[config.mk]
export PLATFORM = sky130hd
export DESIGN_NAME = opc_ctrl_dec
export DESIGN_NICKNAME = d
export VERILOG_FILES = /design/src/rtl/opc_ctrl_dec.sv
export SDC_FILE = /design/constraint.sdc
export NUM_CORES = 1
export LEC_CHECK = 0
export BUFFER_PORTS_ARGS = -buffer_cell sky130_fd_sc_hd__buf_2
export CAP_MARGIN = 40
export CORE_AREA = 2 2 39 41
export DETAILED_ROUTE_END_ITERATION = 8
export DIE_AREA = 0 0 41 43
export PLACE_DENSITY = 0.51
export SLEW_MARGIN = 20
export SYNTH_ARGS = -nofsm -noshare
export SYNTH_HDL_FRONTEND = slang
export SYNTH_SLANG_ARGS = --single-unit
[constraint.sdc]
create_clock -name vclk -period 1.3
set_input_delay 0.065 -clock vclk [all_inputs]
set_output_delay 0.065 -clock vclk [all_outputs]
set_load 0.02 [all_outputs]
[src/rtl/opc_ctrl_dec.sv]
module opc_ctrl_dec #(
  parameter int INSTR_W = 32,
  parameter int OP_W    = 6
) (
  input  logic [INSTR_W-1:0] instr,
  output logic               rd_from_rd,
  output logic               br_en,
  output logic               mem_rd_en,
  output logic               mem_wr_en,
  output logic               wb_from_mem,
  output logic               opb_is_imm,
  output logic               rf_wr_en,
  output logic               jmp_sel,
  output logic [1:0]         alu_class
);

  localparam int OP_LSB = INSTR_W - OP_W;

  localparam logic [OP_W-1:0] OP_RR  = OP_W'(6'h00);
  localparam logic [OP_W-1:0] OP_JMP = OP_W'(6'h02);
  localparam logic [OP_W-1:0] OP_BEQ = OP_W'(6'h04);
  localparam logic [OP_W-1:0] OP_LW  = OP_W'(6'h23);
  localparam logic [OP_W-1:0] OP_SW  = OP_W'(6'h2B);

  localparam logic [1:0] CLS_ADD = 2'b00;
  localparam logic [1:0] CLS_SUB = 2'b01;
  localparam logic [1:0] CLS_FN  = 2'b10;

  logic [OP_W-1:0] op;
  logic            op_known;
  logic [9:0]      ctl;

  assign op = instr[INSTR_W-1:OP_LSB];

  // Vector layout: rd_from_rd, br_en, mem_rd_en, mem_wr_en, wb_from_mem,
  // opb_is_imm, rf_wr_en, jmp_sel, alu_class[1:0]
  always_comb begin
    unique case (op)
      OP_RR:   ctl = {1'b1, 1'b0, 1'b0, 1'b0, 1'b0, 1'b0, 1'b1, 1'b0, CLS_FN};
      OP_LW:   ctl = {1'b0, 1'b0, 1'b1, 1'b0, 1'b1, 1'b1, 1'b1, 1'b0, CLS_ADD};
      OP_SW:   ctl = {1'b0, 1'b0, 1'b0, 1'b1, 1'b0, 1'b1, 1'b0, 1'b0, CLS_ADD};
      OP_BEQ:  ctl = {1'b0, 1'b1, 1'b0, 1'b0, 1'b0, 1'b0, 1'b0, 1'b0, CLS_SUB};
      OP_JMP:  ctl = {1'b0, 1'b0, 1'b0, 1'b0, 1'b0, 1'b0, 1'b0, 1'b1, CLS_ADD};
      default: ctl = '0;
    endcase
  end

  assign {rd_from_rd, br_en, mem_rd_en, mem_wr_en, wb_from_mem,
          opb_is_imm, rf_wr_en, jmp_sel, alu_class} = ctl;

  assign op_known = (op == OP_RR) || (op == OP_LW) || (op == OP_SW) ||
                    (op == OP_BEQ) || (op == OP_JMP);

  always_comb begin
    assert_unknown_quiet_R7: assert (op_known ||
      (ctl == '0));
    assert_no_class3_R8: assert (alu_class != 2'b11);
    assert_strobe_excl_R9: assert (!(mem_rd_en && mem_wr_en));
    assert_no_wr_conflict_R9: assert (!(rf_wr_en && (mem_wr_en || br_en || jmp_sel)));
    assert_load_path_R3: assert (!mem_rd_en || (wb_from_mem && opb_is_imm && rf_wr_en));
    assert_store_path_R4: assert (!mem_wr_en || (opb_is_imm && !rf_wr_en && alu_class == CLS_ADD));
    assert_branch_sub_R5: assert (!br_en || (alu_class == CLS_SUB && !opb_is_imm));
    assert_rd_only_rr_R2: assert (!rd_from_rd || (alu_class == CLS_FN && rf_wr_en));
  end

endmodule

; ---- Word-level counts from Yosys, hierarchy flattened
; Cells that the tools add are included.
[totals]
wordCells = 6
input_bits = 32
out_inout_bits = 10
reg_bits = 0
[classes]
n_reduce_logical = 1
n_eq_ne = 4
mux = 1
[ops]
columns = cell, count
row1 = 10-bit case mux with 5 select lines, 1
row2 = 6-bit equality test (second input constant), 2
row3 = 6-bit by 2-bit equality test with 1-bit output (second input constant), 1
row4 = 6-bit by 3-bit equality test with 1-bit output (second input constant), 1
row5 = 6-bit logical NOT, 1

; ---- Longest topological paths before layout
[logic_depth]
ltp_word = 2
ltp_mapped = 3
depth_no_buf = 2

; ---- Worst setup path before layout
; Ideal clock, no wire load.
[synth_path]
path_type = input to output
from = in instr[30]
to = out alu_class[0]
stages = 3
arrival_ns = 1.567
t_required_ns = 1.235
path_buffers = 1
slack_ns = -0.332
path_cell_list = or3_1 > nor4b_1 > buf_4
[synth_between]
elab_chain_len = 2
word_cells_on_any_way = 6
classes_between = 4 x eq/ne / 1 x mux / 1 x reduce/logical
[synth_lines]
columns = item, line
row1 = start: declaration, 5  ; input logic [INSTR_W-1:0] instr,
row2 = "6-bit by 2-bit equality test with 1-bit output, or another cell as far along", 38  ; unique case (op)
row3 = 10-bit case mux with 5 select lines *, 38
row4 = end: declaration, 14  ; output logic [1:0] alu_class
; Every way passes the cells marked *; elsewhere a longest branch is shown, timed or not.

; ---- Worst setup path after layout
[layout_path]
from = in instr[27]
to = out rf_wr_en
[layout_between]
elab_chain_len = 2
word_cells_on_any_way = 6
classes_between = 4 x eq/ne / 1 x mux / 1 x reduce/logical
[layout_lines]
columns = item, line
row1 = "6-bit by 2-bit equality test with 1-bit output, or another cell as far along", 38
row2 = 10-bit case mux with 5 select lines *, 38
row3 = end: declaration, 12  ; output logic rf_wr_en,
; Marks and branches as above.

==> results.sh <==
export IMPL_maxSlewViolCount=0
export IMPL_drtIter0Drc=1
export IMPL_vdd_ir_drop_max_mv=0.0296
export IMPL_tightest_slew_ns=0.248
export IMPL_synth_net_count=46
export IMPL_fp_dieH_um=43
export IMPL_hold_viol=0
export IMPL_setup_slack_ns=0.0988
export IMPL_dp_hpwl_um=332
export IMPL_grt_start_max_net_pins=8
export IMPL_fin_nets=61
export IMPL_grt_pass1_wl_um=414
export IMPL_final_common_cell="buf_2"
export IMPL_worstPathMaxFanout=6
export IMPL_ys_seq_area_frac=0
export IMPL_fmax_ghz=0.833
export IMPL_initial_utilization=0.0750
export IMPL_vias_per_cell=3.70
export IMPL_cts_resized=0
export IMPL_wire_per_inst_um=8.60
export IMPL_setup_viol=0
export IMPL_cp_end_kind="output port"
export IMPL_grt_antenna_before_repair=0
export IMPL_finalCritPeriodShare=0.924
export IMPL_hp_start="instr[30]"
export IMPL_worstSetupPathType="input pin to output port"
export IMPL_avgSynthCellArea_um2=7.42
export IMPL_die_area_mm2=0.00176
export IMPL_powerDensity_mw_per_mm2=191
export IMPL_ys_warnings_count=0
export IMPL_slew_headroom=0.833
export IMPL_p_leak_uw=0.0000930
export IMPL_dpl_cell_area_um2=200
export IMPL_ant_nets=0
export IMPL_ios=42
export IMPL_grt_usage=0.0320
export IMPL_io_buffers=16
export IMPL_hold_worst_slack_ns=0.413
export IMPL_netlist_area_um2=104
export IMPL_status="complete, no violations"
export IMPL_final_layout_size_suffix_gt1_frac=0.741
export IMPL_grt_remaining_overflow=0
export IMPL_drc=0
export IMPL_rows=14
export IMPL_cts_setup_buffers=0
export IMPL_synthDistinctLibCells=10
export IMPL_globalplace_congestion=0.489
export IMPL_holdBufCountCts=0
export IMPL_rsz0062_at_grt="no"
export IMPL_maxCapViolations=0
export IMPL_nFlopsAndLatches=0
export IMPL_hold_path_end="rf_wr_en"
export IMPL_min_period_ns=1.20
export IMPL_crit_arrival_ns=1.14
export IMPL_utilization=0.145
export IMPL_postSynthCellCount=14
export IMPL_dp_slack_ns=0.0871
export IMPL_whs_path_depth=3
export IMPL_final_cell_mix="16 x buf_2, 2 x or3_1, 2 x nor4b_2"
export IMPL_register_area_um2=0
export IMPL_cp_required_ns=1.24
export IMPL_diodes=0
export IMPL_final_cell_area_um2=200
export IMPL_grt_pass1_vias=105
export IMPL_clock_buffers=0
export IMPL_core_area_mm2=0.00138
export IMPL_die_w_um=41
export IMPL_drt_pass1_iterations=4
export IMPL_areaGrowthSynthToFinish_pct=92.8
export IMPL_routed_wl_um=370
export IMPL_vias=159
export IMPL_min_path_type="input pin to output port"
export IMPL_cp_start_kind="input pin"
==> synthesized netlist by cell type <==
| master | number | area [µm²] |
|---|---|---|
| nor2_1 | 1 | 3.75 |
| buf_4 | 3 | 22.5 |
| or3_1 | 2 | 12.5 |
| nand3_1 | 1 | 5.00 |
| a2111oi_2 | 1 | 15.0 |
| nor4b_1 | 2 | 17.5 |
| nor3b_1 | 1 | 7.51 |
| nor3_1 | 1 | 5.00 |
| nand4b_1 | 1 | 8.76 |
| nor4_1 | 1 | 6.26 |
==> layer usage <==
layer | vias up | track usage | wire length, µm
li1 | 83 | - | -
met1 | 64 | 0.0538 | 168
met2 | 12 | 0.0469 | 149
met3 | 0 | 0 | 52
met4 | 0 | 0 | 0
met5 | - | 0 | 0
==> worst max-delay path by stage <==
stage	endpoint	cells past startpoint	start	slack, ns
after floorplan	alu_class[0]	3	instr[30]	-0.03
after global placement	rf_wr_en	4	instr[27]	0.11
after detailed placement	rf_wr_en	4	instr[27]	0.09
after CTS	rf_wr_en	4	instr[27]	0.08
after global routing	rf_wr_en	4	instr[27]	0.03
final	rf_wr_en	4	instr[27]	0.1
==> area by class of cell <==
class                           count  area (µm²)
Tap cell                           16        20.0
Fill cell                         160        1180
Multi-Input combinational cell     11         100
Timing Repair Buffer               16        80.1
==> metrics by stage <==
step                      TNS (ns)  std cells  power, µW
after floorplan            -0.0283         14       15.6
after global placement           0         43       37.7
after detailed placement         0         43       37.9
after CTS                        0         43       38.1
after global routing             0         43       40.6
final                            0         43       38.2
==> critical path, cell delays in order <==
cell and delay, ns:
buf_2 0.14, or3_1 0.36, a2111oi_2 0.35, buf_2 0.22
==> power by group <==
part           internal [µW]  leakage (µW)  total, µW  switching, µW
clock                      0             0          0              0
sequential                 0             0          0              0
combinational           14.7     0.0000930       38.2           23.4
total                   14.7     0.0000930       38.2           23.4
==> cells by family after synthesis <==
group                  after synthesis  share of synthesized area
AND/OR/NAND/NOR                     10                      0.639
AO/OA/AOI/OAI                        1                      0.145
buffers and inverters                3                      0.217
No activity file was read; power rests on OpenSTA's default activity.
